<file path="src/rtl/mdio_paged_slave.sv">
module mdio_paged_slave #(
  parameter logic [15:0] ID_VALUE    = 16'h0141,
  parameter int          SRST_CYCLES = 16,
  parameter bit          TXD_RST     = 1'b1,
  parameter bit          RXD_RST     = 1'b1
) (
  input  logic       clk,
  input  logic       rst_n,
  input  logic       mdc,
  input  logic       mdio_i,
  output logic       mdio_o,
  output logic       mdio_oe,
  input  logic [4:0] phy_addr,
  output logic       tx_delay_en,
  output logic       rx_delay_en,
  output logic [2:0] mode,
  output logic       soft_rst
);
  localparam int CW = $clog2(SRST_CYCLES + 1);
  localparam logic [4:0]  A_PAGE = 5'd22;
  localparam logic [4:0]  A_ID   = 5'd2;
  localparam logic [4:0]  A_DLY  = 5'd21;
  localparam logic [4:0]  A_GEN  = 5'd20;
  localparam logic [15:0] P_ID   = 16'd0;
  localparam logic [15:0] P_DLY  = 16'd2;
  localparam logic [15:0] P_GEN  = 16'd18;

  typedef enum logic [2:0] {S_PRE, S_ST1, S_HDR, S_RD, S_WR} st_t;

  st_t            st;
  logic [2:0]     mdc_sr;
  logic [1:0]     dio_sr;
  logic [5:0]     cnt;
  logic [14:0]    sh;
  logic [4:0]     ra;
  logic [15:0]    rdv;
  logic [15:0]    page;
  logic [15:0]    rmux;
  logic [CW-1:0]  srst_cnt;

  wire        rise    = mdc_sr[1] & ~mdc_sr[2];
  wire        fall    = ~mdc_sr[1] & mdc_sr[2];
  wire        din     = dio_sr[1];
  wire [11:0] hdr     = {sh[10:0], din};
  wire [15:0] wdata   = {sh[14:0], din};
  wire        hit     = (hdr[9:5] == phy_addr);
  wire        wr_fire = (st == S_WR) && rise && (cnt == 6'd17);

  assign soft_rst = (srst_cnt != '0);
  assign mdio_oe  = (st == S_RD) && (cnt >= 6'd2);
  assign mdio_o   = (st == S_RD) && (cnt >= 6'd3) ? rdv[4'(6'd18 - cnt)] : 1'b0;

  always_comb begin
    rmux = '0;
    if (hdr[4:0] == A_PAGE)                     rmux = page;
    else if (page == P_ID  && hdr[4:0] == A_ID)  rmux = ID_VALUE;
    else if (page == P_DLY && hdr[4:0] == A_DLY) rmux = {10'd0, rx_delay_en, tx_delay_en, 4'd0};
    else if (page == P_GEN && hdr[4:0] == A_GEN) rmux = {soft_rst, 12'd0, mode};
  end

  always_ff @(posedge clk or negedge rst_n) begin
    if (!rst_n) begin
      mdc_sr <= '0;
      dio_sr <= '1;
    end else begin
      mdc_sr <= {mdc_sr[1:0], mdc};
      dio_sr <= {dio_sr[0], mdio_i};
    end
  end

  always_ff @(posedge clk or negedge rst_n) begin
    if (!rst_n) begin
      st  <= S_PRE;
      cnt <= '0;
      sh  <= '0;
      ra  <= '0;
      rdv <= '0;
    end else begin
      case (st)
        S_PRE: if (rise) begin
          if (din)                cnt <= (cnt == 6'd32) ? cnt : cnt + 6'd1;
          else if (cnt == 6'd32)  st  <= S_ST1;
          else                    cnt <= '0;
        end
        S_ST1: if (rise) begin
          cnt <= '0;
          st  <= din ? S_HDR : S_PRE;
        end
        S_HDR: if (rise) begin
          sh  <= {sh[13:0], din};
          cnt <= cnt + 6'd1;
          if (cnt == 6'd11) begin
            cnt <= '0;
            ra  <= hdr[4:0];
            rdv <= rmux;
            if (hit && hdr[11:10] == 2'b10)      st <= S_RD;
            else if (hit && hdr[11:10] == 2'b01) st <= S_WR;
            else                                 st <= S_PRE;
          end
        end
        S_RD: if (fall) begin
          cnt <= cnt + 6'd1;
          if (cnt == 6'd18) begin
            cnt <= '0;
            st  <= S_PRE;
          end
        end
        S_WR: if (rise) begin
          sh  <= {sh[13:0], din};
          cnt <= cnt + 6'd1;
          if (cnt == 6'd17) begin
            cnt <= '0;
            st  <= S_PRE;
          end
        end
        default: st <= S_PRE;
      endcase
    end
  end

  always_ff @(posedge clk or negedge rst_n) begin
    if (!rst_n) begin
      page        <= '0;
      tx_delay_en <= TXD_RST;
      rx_delay_en <= RXD_RST;
      mode        <= 3'b111;
      srst_cnt    <= '0;
    end else begin
      if (soft_rst) begin
        srst_cnt <= srst_cnt - 1'b1;
        if (srst_cnt == CW'(1)) begin
          tx_delay_en <= TXD_RST;
          rx_delay_en <= RXD_RST;
        end
      end
      if (wr_fire) begin
        if (ra == A_PAGE) page <= wdata;
        else if (page == P_DLY && ra == A_DLY) begin
          tx_delay_en <= wdata[4];
          rx_delay_en <= wdata[5];
        end else if (page == P_GEN && ra == A_GEN) begin
          mode <= wdata[2:0];
          if (wdata[15]) srst_cnt <= CW'(SRST_CYCLES);
        end
      end
    end
  end
endmodule

</file>
<file path="config.mk">
export PLATFORM = sky130hd
export DESIGN_NAME = mdio_paged_slave
export DESIGN_NICKNAME = d
export VERILOG_FILES = /design/src/rtl/mdio_paged_slave.sv
export SDC_FILE = /design/constraint.sdc
export NUM_CORES = 1
export LEC_CHECK = 0
export BUFFER_PORTS_ARGS = -buffer_cell sky130_fd_sc_hd__buf_2
export CAP_MARGIN = 20
export CORE_ASPECT_RATIO = 1.2
export CORE_UTILIZATION = 50
export CTS_CLUSTER_DIAMETER = 80
export DETAILED_ROUTE_END_ITERATION = 6
export PLACE_DENSITY = 0.71
export SLEW_MARGIN = 5
export SYNTH_ARGS = -nofsm -noshare
export SYNTH_HDL_FRONTEND = slang
export SYNTH_SLANG_ARGS = --single-unit
</file>
<file path="constraint.sdc">
create_clock -name clk -period 4.95 [get_ports clk]
set_clock_uncertainty 0.2 [all_clocks]
set_input_delay 0 -clock clk [delete_from_list [all_inputs] [get_ports clk]]
set_output_delay 0 -clock clk [all_outputs]
set_load 0.02 [all_outputs]
</file>
Yosys cells after proc, flatten, opt, wreduce, memory -nomap -nowiden

Cells that the tools add are included.

Word-level logic and storage cells: 127
Memory bits (read-only): 0
Memory bits (writable): 0
Bits of input ports: 9
Bits in registers: 76
Latch bits: 0
Output and inout port bits: 8
Memories: 0

Magnitude comparators: 3
Div/mod/pow operators: 0
Reduce and logical (&&, ||, !) cells: 22
Multipliers: 0
Equal/unequal tests: 32
Bitwise gates (word level): 6
Mux-type cells: 49
Shifts and indexed selects: 0
$add $sub $neg: 3

Operators with widths:

| kind                                                                                 | count |
|---|---|
| 6-bit two-way mux                                                                    | 11 |
| 16-bit two-way mux                                                                   | 4 |
| 3-bit two-way mux                                                                    | 12 |
| 5-bit == test (second input constant)                                                | 6 |
| 5-bit two-way mux                                                                    | 6 |
| 6-bit case mux with 5 select lines                                                   | 1 |
| 2-bit inequality test (second input constant)                                        | 9 |
| 16-bit by 2-bit == test with 1-bit output (second input constant)                    | 1 |
| 16-bit by 5-bit == test with 1-bit output (second input constant)                    | 1 |
| 16-bit zero test                                                                     | 1 |
| 3-bit case mux with 5 select lines                                                   | 1 |
| 6-bit by 5-bit == test with 1-bit output (second input constant)                     | 2 |
| 6-bit by 2-bit greater-or-equal comparator with 1-bit output (second input constant) | 2 |
| 1-bit two-way mux                                                                    | 12 |
| 1-bit logical AND                                                                    | 11 |
| 10-bit AND reduction                                                                 | 1 |
| 5-bit nonzero test                                                                   | 2 |
| 7-bit AND reduction                                                                  | 1 |
| 6-bit by 1-bit adder with 6-bit output (second input constant)                       | 1 |
| 3-bit by 2-bit == test with 1-bit output (second input constant)                     | 2 |
| 6-bit by 4-bit == test with 1-bit output (second input constant)                     | 1 |
| 6-bit == test (second input constant)                                                | 1 |
| 5-bit by 1-bit == test with 1-bit output (second input constant)                     | 1 |
| 5-bit by 2-bit == test with 1-bit output (second input constant)                     | 1 |
| 18 further kinds                                                                     | 24 |

Depth between registers and ports, before layout

Word-level depth: 7
Mapped depth: 8
Depth with buffers taken out: 7

Least setup slack after synthesis

Ideal clock, no wire load.

Path type: reg-to-output
Start: register cnt[0]
End: output port mdio_o
Buffers on the path: 1
Arrival: 2,130 ps
Cell stages (with the launch flop): 7
Path slack: 2,620 ps
Data required time: 4,750 ps
Cell sequence: dfrtp_1 > clkbuf_1 > inv_1 > ha_1 > mux4_2 > mux4_2 > o2111a_1

Longest elaborated chain between the ends: 4

RTL lines:

| what                                        | RTL line | RTL |
|---|---|---|
| start: declaration                          | 33       | `logic [5:0] cnt;` |
| start signal: assignment                    | 81       | `if (din) cnt <= (cnt == 6'd32) ? cnt : cnt + 6'd1;` |
| start signal: assignment                    | 91       | `cnt <= cnt + 6'd1;` |
| start signal: assignment                    | 102      | `cnt <= cnt + 6'd1;` |
| 2-bit by 4-bit subtractor with 4-bit output | 51       | `assign mdio_o = (st == S_RD) && (cnt >= 6'd3) ? rdv[4'(6'd18 - cnt)] : 1'b0;` |
| 1-bit binary-select mux with 4-bit select   | 51       |  |
| 1-bit two-way mux (not written as such)     | 51       |  |
| 1-bit two-way mux (*)                       | 51       |  |
| end: declaration                            | 11       | `output logic mdio_o,` |

Mark *: on every way between the ends. The rest lies on a longest branch, timed or not. The select of a mux whose other input is x is not followed.

Worst setup path after layout

Start: register cnt[0]
End: register rdv[0]

Longest elaborated chain between the ends: 2

RTL lines:

| what                                     | RTL line | RTL |
|---|---|---|
| 6-bit by 4-bit == test with 1-bit output | 92       | `if (cnt == 6'd11) begin` |
| 3-bit AND reduction (no line)            | -        |  |
| end signal: assignment                   | 95       | `rdv <= rmux;` |
| end: declaration                         | 36       | `logic [15:0] rdv;` |

Every way passes these cells.
A chain may end at the register's enable or synchronous reset.

==> reports/results.txt <==
Post-DRT Antenna Nets -> 0
Dpl ws -> 1.99 ns
RePlAce Congestion -> 0.827
Final instance area -> 4190 sq um
Mapped Nets -> 353
First-pass GRT wire length -> 12900 um
Simple-Gate Fraction of Synth Area -> 19.2%
Clock insertion delay at the later pin of the skew report -> 0.34 ns
Die ar. -> 7930 sq um
Comb pwr share -> 18.5%
Synth Register Bits -> 76
Longest Clk Path Bufs -> 2
Post-synth EDFFs -> 0
Worst Setup Path Type -> flip-flop to flip-flop
Top-area cell type share of the netlist area -> 45.6%
CTS root buffer -> clkbuf_8
Reg-to-Reg Start -> cnt[0]
Outcome -> complete, no violations
Initial core utilization -> 52.1%
WL final -> 7520 um
Worst setup EP type -> flip-flop
Row cnt -> 34
Final worst-path cycle share -> 59.4%
Crit-path cells -> ha_1 > nor4b_2 > nand4_1 > a2111oi_0 > nor3_1
Max-slew violations -> 0
Drt wl/cell -> 16.8 um
ANT cells -> 0
# nets final -> 370
H-tree depth -> 3
Setup-failing EPs final -> 0
Cell taking the most area after synthesis -> dfrtp_1
Post-CTS setup buffer count -> 0
# IOs -> 17
List of most frequent post-synthesis cells -> 69 x dfrtp_1, 45 x nand2_1, 29 x mux2_2, 21 x nor2_1, 14 x nand3_1
Vias in the first global route -> 2675
Post-layout util -> 57.6%
CTS Buf Count -> 9
CP Launch Point -> cnt[0]
RSZ-0062 raised after global routing -> false
P&R area growth vs syn -> 10.6%
Power share of the clock group -> 33.6%
GR Overflow Total -> 0
Post-DP HPWL -> 5270 um
Max-Cap Viols -> 0
Most numerous cell in the Yosys netlist -> dfrtp_1
Largest family of logic cells by synthesized area -> simple AND/OR/NAND/NOR gates
Die height -> 97.4 um
Worst stage delay on the critical path -> 0.71 ns
Top FF cell, synth -> dfrtp_1
Largest net degree at the start of global routing -> 77
Fmax -> 340 MHz
Synth async-reset ratio -> 100%
Net Sw Frac -> 29.5%
PD cells -> 378 nW/um^2
P_int -> 0.00112 W
Worst Min Path Start -> phy_addr[3]
Headroom to the max-slew limit -> 33.0%
Synth Area in Adders -> 2.31%
Proportion of synthesized area in mux cells -> 14.5%
Synth cell types -> 58
TritonRoute pass-1 iters -> 4
Worst-path fanout max -> 23
CP required -> 4.97 ns
Sequential share of the synthesized area -> 50.4%
CP max stage cell -> nand4_1
Critical Path AT -> 2.96 ns
Post-route worst setup slack -> 2.01 ns
Average size of a mapped cell -> 11.2 sq um
Sequential Power Share -> 47.9%
Number of port buffers -> 16
Synth Area in Compound Gates -> 8.22%
LEAKAGE -> 1.99 nW
CP startpoint kind -> flip-flop
Final Hold Vio Count -> 0
HP Class -> primary input to flip-flop
Vias/cell -> 5.82
Tmin final -> 2.94 ns
CTS tree -> yes
Cells after synthesis -> 337
Worst vdd ir -> 0.000283 V
Initial antenna violation count -> 0
Clock slew at reported path FFs -> 0.08 ns
Mapped cell area -> 3790 sq um
Vias -> 2611
Placed cell area -> 3910 sq um
Sink Count -> 76
Sw power -> 0.000466 W
WHS -> 0.0909 ns
Die X -> 81.5 um
Ranking of synthesized cells by area -> dfrtp_1 46%, mux2_2 8.6%, dfstp_2 4.9%, nand2_1 4.5%, mux4_2 3.0%
Ys Warns -> 0
Setup_tns -> 0 ns
Iter 0 DRT Violations -> 156
Layout cells sized above 1 -> 23.7%
XOR/XNOR Fraction of Synth Area -> 2.31%
Post-route DRC -> 0
Core ar. -> 7270 sq um
All-layer global routing usage -> 21.7%
Worst-Margin Slew -> 1.00 ns
[repair_timing]
action                    4_1_cts  5_1_grt
resized for setup               0        0
hold endpoints to repair       72        0
hold buffers                    6        0
[worst paths after layout]
check / cells past startpoint / slack [ns] / endpoint
worst max-delay path: 5 / 2.01 / rdv[0]
worst min-delay path: 6 / 0.09 / st[0]
worst max register to register: 5 / 2.01 / rdv[0]
worst min register to register: 0 / 0.16 / dio_sr[1]
max in group asynchronous: 2 / 3.81 / cnt[2]
min in group asynchronous: 2 / 0.13 / mdc_sr[2]
[cells by family (layout without fill, tap and decap cells)]
kind of cell	after synthesis	count (layout)
flops	76	76
xor+xnor	10	10
mux	43	43
simple gates	132	132
fa+ha+maj	7	7
buf+inv	25	47
compound gates	44	44
[worst max-delay path: cells and delay by family, from the launching register on]
family,cells,cell delay (ns)
AOI/OAI and AO/OA,1,0.57
adders and majority gates,1,0.34
DFF,1,0.60
and+or+nand+nor,3,1.10
[registers in the layout, indices dropped and copies added, names as in the netlist]
| register | count |
|---|---|
| srst_cnt | 5 |
| ra | 5 |
| cnt | 6 |
| rdv | 16 |
| mode | 3 |
| tx_delay_en | 1 |
| rx_delay_en | 1 |
| page | 16 |
| dio_sr | 2 |
| st | 3 |
| sh | 15 |
| mdc_sr | 3 |
[per-layer routing]
layer  GRT usage, %  vias up  share of wire [%]  wire length (um)
met5              0        -                  0                 0
met4           9.20        0                1.8               137
met3           4.13        9                2.6               195
met2           34.6       36                 50              3760
met1           28.5     1318                 46              3430
li1               -     1248                  -                 -
[stage by stage]
stage / std cells / power, W
floorplan: 337 / 0.000996
finish: 449 / 0.00158
detailed placement: 427 / 0.00106
CTS: 449 / 0.00160
global placement: 427 / 0.00105
global route: 449 / 0.00167
[area by class of cell]
class / instances / area, sq um
Fill cell: 622 / 3080
Sequential cell: 76 / 1910
Clock inverter: 4 / 72.6
Multi-Input combinational cell: 236 / 1760
Tap cell: 90 / 113
Inverter: 8 / 30.0
Clock buffer: 12 / 155
Timing Repair Buffer: 23 / 150
[cells in the final DEF (no fill, tap or decap), types with 3 or more instances in the layout]
| cell | n |
|---|---|
| dlygate4sd3_1 | 6 |
| nand2_1 | 45 |
| nor3_1 | 6 |
| and3_1 | 4 |
| buf_2 | 15 |
| mux2_2 | 29 |
| nand4_1 | 5 |
| mux4_2 | 5 |
| inv_1 | 8 |
| mux2_4 | 3 |
| nor2_1 | 21 |
| o21ai_1 | 3 |
| a22o_1 | 5 |
| mux2i_1 | 3 |
| dfrtp_1 | 69 |
| o21ai_0 | 9 |
| a221oi_1 | 5 |
| xor2_1 | 7 |
| dfstp_2 | 7 |
| nor2b_1 | 7 |
| nand3_1 | 14 |
| xnor2_1 | 3 |
| mux2_1 | 3 |
| clkbuf_8 | 11 |
| nor4_1 | 7 |
| ha_1 | 7 |
| a21oi_1 | 9 |
[power by group through the flow]
stage / sequential [W] / combinational, W / clock, W
floorplan: 0.000705 / 0.000291 / 0
global placement: 0.000765 / 0.000288 / 0
detailed placement: 0.000768 / 0.000292 / 0
CTS: 0.000756 / 0.000296 / 0.000543
global route: 0.000769 / 0.000326 / 0.000574
finish: 0.000758 / 0.000293 / 0.000532
Power figures use the tool's default switching activity.
